### src/rtl/drd_pkg.sv
package drd_pkg;
   // How a divider path turns its control code into a ratio
   typedef enum logic {
      ENC_INT  = 1'b0,   // ratio equals the code
      ENC_LOG2 = 1'b1    // ratio equals 2**code
   } ratio_enc_e;
endpackage

### src/rtl/drd_ctl_reg.sv
module drd_ctl_reg #(
   parameter int DW       = 16,
   parameter int SYS_W    = 4,
   parameter int CORE_W   = 2,
   parameter int MULT_W   = 6,
   parameter int MULT_RST = 10
) (
   input  logic              clk,
   input  logic              rst_n,
   input  logic              wr_en,
   input  logic [DW-1:0]     wdata,
   output logic [DW-1:0]     rdata,
   output logic [SYS_W-1:0]  sys_code,
   output logic [CORE_W-1:0] core_code
);
   localparam int MULT_LSB = 0;
   localparam int SYS_LSB  = MULT_LSB + MULT_W;
   localparam int CORE_LSB = SYS_LSB + SYS_W;
   localparam int TOP_USED = CORE_LSB + CORE_W;
   localparam int ERR_BIT  = DW - 1;

   generate
      if (TOP_USED >= ERR_BIT) begin : g_bad_layout
         $error("drd_ctl_reg: fields overlap the error bit");
      end
      if (MULT_RST < 1 || MULT_RST >= (1 << MULT_W)) begin : g_bad_mult
         $error("drd_ctl_reg: multiplier default out of range");
      end
   endgenerate

   logic [SYS_W-1:0]  sys_q;
   logic [CORE_W-1:0] core_q;
   logic              err_q;
   logic [SYS_W-1:0]  wr_sys;
   logic [CORE_W-1:0] wr_core;

   assign wr_sys  = wdata[SYS_LSB +: SYS_W];
   assign wr_core = wdata[CORE_LSB +: CORE_W];

   always_ff @(posedge clk or negedge rst_n) begin
      if (!rst_n) begin
         sys_q  <= SYS_W'(1);
         core_q <= '0;
         err_q  <= 1'b0;
      end else if (wr_en) begin
         core_q <= wr_core;
         if (wr_sys == '0) begin
            err_q <= 1'b1;
         end else begin
            sys_q <= wr_sys;
         end
      end
   end

   always_comb begin
      rdata                       = '0;
      rdata[MULT_LSB +: MULT_W]   = MULT_W'(MULT_RST);
      rdata[SYS_LSB +: SYS_W]     = sys_q;
      rdata[CORE_LSB +: CORE_W]   = core_q;
      rdata[ERR_BIT]              = err_q;
   end

   assign sys_code  = sys_q;
   assign core_code = core_q;

   logic unused_wbits;
   assign unused_wbits = ^{wdata[MULT_LSB +: MULT_W], wdata[DW-1:TOP_USED]};

   // the held system code is never zero
   p_sys_nonzero_r5: assert property (@(posedge clk) disable iff (!rst_n)
      sys_q != '0) else $error("system code became zero");

   // a zero system code in a write leaves the held code alone
   p_zero_ignored_r5: assert property (@(posedge clk) disable iff (!rst_n)
      (wr_en && wr_sys == '0) |=> $stable(sys_q)) else $error("zero code loaded");

   // the error flag is sticky
   p_err_sticky_r5: assert property (@(posedge clk) disable iff (!rst_n)
      err_q |=> err_q) else $error("error flag cleared");
endmodule

### src/rtl/drd_div_path.sv
module drd_div_path
   import drd_pkg::*;
#(
   parameter ratio_enc_e ENC    = ENC_INT,
   parameter int         CODE_W = 4
) (
   input  logic              clk,
   input  logic              rst_n,
   input  logic [CODE_W-1:0] code_i,
   input  logic              load_i,
   output logic              last_o,
   output logic              en_o
);
   localparam int RATIO_W = (ENC == ENC_LOG2) ? (1 << CODE_W) : CODE_W;
   localparam logic [RATIO_W-1:0] ONE = RATIO_W'(1);

   generate
      if (CODE_W < 1 || CODE_W > 4) begin : g_bad_code_w
         $error("drd_div_path: CODE_W must be 1..4");
      end
   endgenerate

   logic [RATIO_W-1:0] ratio_dec;
   logic [RATIO_W-1:0] act_q;
   logic [RATIO_W-1:0] cnt_q;

   generate
      if (ENC == ENC_LOG2) begin : g_log2
         assign ratio_dec = ONE << code_i;
      end else begin : g_int
         assign ratio_dec = code_i;
      end
   endgenerate

   assign last_o = (cnt_q == act_q - ONE);
   assign en_o   = (cnt_q == '0);

   always_ff @(posedge clk or negedge rst_n) begin
      if (!rst_n) begin
         cnt_q <= '0;
         act_q <= ONE;
      end else begin
         cnt_q <= last_o ? '0 : cnt_q + ONE;
         if (load_i) begin
            act_q <= ratio_dec;
         end
      end
   end

   // the phase counter stays inside the ratio in force
   p_cnt_in_ratio_r7: assert property (@(posedge clk) disable iff (!rst_n)
      cnt_q < act_q) else $error("phase counter beyond ratio");

   // the ratio in force moves only on a load
   p_ratio_held_r7: assert property (@(posedge clk) disable iff (!rst_n)
      !load_i |=> $stable(act_q)) else $error("ratio changed without load");

   // ratio one keeps the enable high
   p_unit_high_r4: assert property (@(posedge clk) disable iff (!rst_n)
      (act_q == ONE) |-> en_o) else $error("ratio one enable dropped");
endmodule

### src/rtl/dual_rate_divider.sv
module dual_rate_divider
   import drd_pkg::*;
#(
   parameter int DW       = 16,
   parameter int SYS_W    = 4,
   parameter int CORE_W   = 2,
   parameter int MULT_W   = 6,
   parameter int MULT_RST = 10
) (
   input  logic          clk,
   input  logic          rst_n,
   input  logic          wr_en,
   input  logic [DW-1:0] wdata,
   output logic [DW-1:0] rdata,
   output logic          core_en,
   output logic          sys_en
);
   logic [SYS_W-1:0]  sys_code;
   logic [CORE_W-1:0] core_code;
   logic              core_last;
   logic              sys_last;
   logic              commit;

   drd_ctl_reg #(
      .DW       (DW),
      .SYS_W    (SYS_W),
      .CORE_W   (CORE_W),
      .MULT_W   (MULT_W),
      .MULT_RST (MULT_RST)
   ) u_ctl (
      .clk       (clk),
      .rst_n     (rst_n),
      .wr_en     (wr_en),
      .wdata     (wdata),
      .rdata     (rdata),
      .sys_code  (sys_code),
      .core_code (core_code)
   );

   // both paths adopt pending ratios only when their periods end together
   assign commit = core_last & sys_last;

   drd_div_path #(
      .ENC    (ENC_LOG2),
      .CODE_W (CORE_W)
   ) u_core (
      .clk    (clk),
      .rst_n  (rst_n),
      .code_i (core_code),
      .load_i (commit),
      .last_o (core_last),
      .en_o   (core_en)
   );

   drd_div_path #(
      .ENC    (ENC_INT),
      .CODE_W (SYS_W)
   ) u_sys (
      .clk    (clk),
      .rst_n  (rst_n),
      .code_i (sys_code),
      .load_i (commit),
      .last_o (sys_last),
      .en_o   (sys_en)
   );

   // after a joint boundary both enables restart together
   p_joint_restart_r8: assert property (@(posedge clk) disable iff (!rst_n)
      commit |=> (core_en && sys_en)) else $error("paths out of phase");
endmodule

### config.mk
export PLATFORM = sky130hd
export DESIGN_NAME = dual_rate_divider
export DESIGN_NICKNAME = d
export VERILOG_FILES = /design/src/rtl/drd_pkg.sv /design/src/rtl/drd_ctl_reg.sv /design/src/rtl/drd_div_path.sv /design/src/rtl/dual_rate_divider.sv
export SDC_FILE = /design/constraint.sdc
export NUM_CORES = 1
export LEC_CHECK = 0
export CELL_PAD_IN_SITES_DETAIL_PLACEMENT = 1
export CELL_PAD_IN_SITES_GLOBAL_PLACEMENT = 2
export CORE_AREA = 2 2 71 73
export CTS_BUF_LIST = sky130_fd_sc_hd__clkbuf_16
export CTS_CLUSTER_SIZE = 14
export DETAILED_ROUTE_END_ITERATION = 10
export DIE_AREA = 0 0 73 75
export GPL_TIMING_DRIVEN = 1
export PLACE_DENSITY_LB_ADDON = 0.1
export SETUP_SLACK_MARGIN = 0.5
export SLEW_MARGIN = 0
export SYNTH_ARGS = -nofsm -noshare
export SYNTH_HDL_FRONTEND = slang
export SYNTH_HIERARCHICAL = 1
export SYNTH_SLANG_ARGS = --single-unit
export TNS_END_PERCENT = 30
### constraint.sdc
create_clock -name clk -period 3.2 [get_ports clk]
set_clock_uncertainty 0.1 [all_clocks]
set_input_delay 0.48 -clock clk [delete_from_list [all_inputs] [get_ports clk]]
set_output_delay 0.48 -clock clk [all_outputs]
set_load 0.01 [all_outputs]
==> results.yml <==
timing:
  min_period_over_period_pct: 73.36
  setup_slack_ns: 0.8526
  timing_max_transition_violations_final: 0
  finalSetupViolCount: 0
  final.setup.tns_ns: 0
  unrepaired_setup_endpoints_after_global_routing: "false"
  hold_violations: 0
  fmax_mhz: 426.0
  post_route_worst_hold_slack_ns: 0.3663
  min_period_ns: 2.347
floorplan:
  design.portCount: 37
  die_height_um: 75
  die_area_mm2: 0.005475
  die_x_um: 73
  row_count: 25
  coreArea_mm2: 0.004661
  start_util_pct: 28.05
setup_path:
  worst-r2r-setup-slack_ns: 0.85
  cp-end-kind: "register"
  timing.critical_path.mode_cell: "sky130_fd_sc_hd__and2_1"
  cp_data_arrival_time_ns: 2.39
  longest_individual_stage_delay_on_the_worst_path_ns: 0.56
  worst_r2r_startpoint: "u_sys/act_q[0]$_DFFE_PN1P_"
  cp_launch_type: "register"
  timing.setup.critical_path_class: "reg2reg"
  cp-startpoint: "u_sys/act_q[0]$_DFFE_PN1P_"
  crit_path_max_fanout: 5
  required_ns: 3.25
  r2r-end: "u_sys/act_q[3]$_DFFE_PN0P_"
  setup.worst_path.end: "u_sys/act_q[3]$_DFFE_PN0P_"
  cp_slowest_cell: "sky130_fd_sc_hd__dfstp_2"
  crit_chain: "inv_1 -> ha_1 -> xor3_1 -> nor3_4 -> and2_1 -> and2_1 -> mux2_2"
  worstRegToRegCells: 7
synth:
  synth_top_cells_by_area: "sky130_fd_sc_hd__dfrtp_1, sky130_fd_sc_hd__buf_4, sky130_fd_sc_hd__dfstp_2, sky130_fd_sc_hd__ha_1, sky130_fd_sc_hd__xnor2_1"
  synth_async_sr_flop_share_pct: 100.0
  synth_top_area_share_pct: 38.28
  synthesis.instances: 118
  seq_area_frac_synth_pct: 44.31
  synth_warnings: 6
  ys_dominant_reg_cell: "sky130_fd_sc_hd__dfrtp_1"
  yosys.cell_types.count: 27
  yosys.cell_count.top_type: "sky130_fd_sc_hd__dfrtp_1"
  syn_area_mm2: 0.001308
  number_of_synthesized_flops_with_an_enable_pin: 0
  syn-mean-instance-area_um2: 11.08
  synth.top_cells.by_count: "sky130_fd_sc_hd__dfrtp_1, sky130_fd_sc_hd__buf_4, sky130_fd_sc_hd__inv_1"
  ys_ff_latch: 23
  synth_top_area_cell: "sky130_fd_sc_hd__dfrtp_1"
cts:
  cts.hold.buffers_added: 0
  clock_slew_at_reported_path_ffs_ns: 0.06
  root_buffer: "sky130_fd_sc_hd__clkbuf_16"
  cts-root-to-sink-buffers: 2
  tritoncts: "built"
  cts_buffers: 3
  cts_setup_buffers: 0
  htree_levels: 1
  clock-sinks: 23
  post_cts.resized_instances: 0
  worst_skew_pair.late_latency_ns: 0.26
power_and_ir_drop:
  power.static_leakage_nw: 0.6678
  power_density_mw_per_mm2: 994.9
  ir_worst_vdd_mv: 0.2870
route:
  postRouteAntennaNets: 0
  drt_pass1_iterations: 2
  route.final.wire_length_um: 2426
  route.detailed.drc: 0
  routed-via-count: 824
  wl_per_cell_um: 13.11
  route.detailed.vias_per_inst: 4.454
  detailedRoute.firstIterationViolations: 6
placed_design:
  place.detailed.hpwl_um: 1791
  finalWeightedCongestion: 0.6707
  place.detailed.instances: 181
  preCtsSetupSlack_ns: 0.8665
  buffer_ports.inserted: 17
global_routing:
  grt_overflow: 0
  maximum_number_of_pins_on_one_net_before_global_route_repair: 24
  grt_pass1_vias: 901
  antenna_found_initial: 0
  grt_first_pass_wirelength_um: 4119
  grt_util_all_layers_pct: 9.704
worst_hold_path:
  hp-class: "reg2reg"
  hold-path-cell-count: 1
layout:
  final_layout_size_suffix_gt1_share_pct: 11.45
  final_cell_count_no_fill: 185
  relative_area_change_from_synthesis_to_final_layout_pct: 17.42
  num_antenna_cells: 0
  final_nets: 157
run_status:
  outcome: "complete, no violations"
job:
  maxCapViolations: 0
==> power breakdown <==
group	leakage (nW)	total, mW	switching (mW)	internal, mW
Clock	0.0409	0.276	0.107	0.168
Combinational	0.357	0.715	0.352	0.363
Sequential	0.270	0.537	0.119	0.418
Total	0.668	1.53	0.578	0.949
==> cell usage in the layout (no fill, tap or decap), types with 3 or more instances in the layout <==
cell type | netlist | final
sky130_fd_sc_hd__ha_1 | 6 | 6
sky130_fd_sc_hd__o21ai_0 | 6 | 6
sky130_fd_sc_hd__xnor2_1 | 8 | 8
sky130_fd_sc_hd__clkdlybuf4s50_1 | 0 | 17
sky130_fd_sc_hd__and2_1 | 3 | 3
sky130_fd_sc_hd__mux2_2 | 3 | 3
sky130_fd_sc_hd__a22o_1 | 4 | 4
sky130_fd_sc_hd__inv_1 | 10 | 10
sky130_fd_sc_hd__nand2_1 | 3 | 3
sky130_fd_sc_hd__xor2_1 | 4 | 4
sky130_fd_sc_hd__conb_1 | 2 | 9
sky130_fd_sc_hd__dfstp_2 | 3 | 3
sky130_fd_sc_hd__dfrtp_1 | 20 | 20
sky130_fd_sc_hd__nand3_1 | 3 | 3
sky130_fd_sc_hd__a21oi_1 | 6 | 6
sky130_fd_sc_hd__clkbuf_16 | 0 | 3
sky130_fd_sc_hd__o31ai_1 | 4 | 4
==> worst min-delay path by stage <==
stage / end / startpoint
2_1_floorplan: u_core/act_q[1]$_DFFE_PN0P_ / rst_n
3_3_place_gp: u_ctl/err_q$_DFFE_PN0P_ / u_ctl/err_q$_DFFE_PN0P_
3_5_place_dp: u_ctl/err_q$_DFFE_PN0P_ / u_ctl/err_q$_DFFE_PN0P_
4_1_cts: u_ctl/err_q$_DFFE_PN0P_ / u_ctl/err_q$_DFFE_PN0P_
5_1_grt: u_ctl/err_q$_DFFE_PN0P_ / u_ctl/err_q$_DFFE_PN0P_
6_report: u_ctl/err_q$_DFFE_PN0P_ / u_ctl/err_q$_DFFE_PN0P_
==> state kept, by name, indices dropped and copies added (netlist names) <==
| register | cells |
|---|---|
| u_core/cnt_q | 4 |
| u_ctl/sys_code | 4 |
| u_ctl/err_q | 1 |
| u_ctl/core_code | 2 |
| u_core/act_q | 4 |
| u_sys/cnt_q | 4 |
| u_sys/act_q | 4 |
==> final cells by class <==
| type | count | area [um2] |
|---|---|---|
| Fill cell | 508 | 3126 |
| Multi-Input combinational cell | 75 | 585.6 |
| Sequential cell | 23 | 579.3 |
| Timing Repair Buffer | 19 | 185.2 |
| Clock buffer | 3 | 75.07 |
| Tap cell | 54 | 67.56 |
| Inverter | 10 | 37.54 |
| Clock inverter | 1 | 5.005 |
==> cell families after synthesis <==
| logic type | Yosys count | synth area share [%] |
|---|---|---|
| other | 2 | 0.5744 |
| muxes | 4 | 3.732 |
| DFF | 23 | 44.31 |
| xor gates and xnor gates | 14 | 11.67 |
| buffers and inverters | 27 | 12.92 |
| adders and majority gates | 6 | 5.741 |
| and+or+nand+nor | 19 | 9.760 |
| AOI/OAI and AO/OA | 23 | 11.29 |
==> critical path: cells and delay by family, from the launching register on <==
kind | cells | cell delay [ns]
muxes | 1 | 0.35
and+or+nand+nor | 3 | 0.57
DFF | 1 | 0.56
xor gates and xnor gates | 1 | 0.40
buffers and inverters | 1 | 0.06
adders and majority gates | 1 | 0.19
==> metal layers <==
layer	global-route usage, %	up-vias	wire length [um]
met1	12.86	397	1195
met3	2.410	5	89
li1	-	404	-
met5	0	-	0
met2	15.92	18	1116
met4	2.469	0	25
==> through the flow <==
stage | instance area (um2) | utilization (%) | power [mW]
finish | 1535 | 32.94 | 1.527
global route | 1535 | 32.94 | 1.664
CTS | 1535 | 32.94 | 1.556
detailed placement | 1455 | 31.22 | 1.269
global placement | 1455 | 31.22 | 1.251
floorplan | 1334 | - | 1.101
Note: power is estimated with default switching activity, not from simulation.
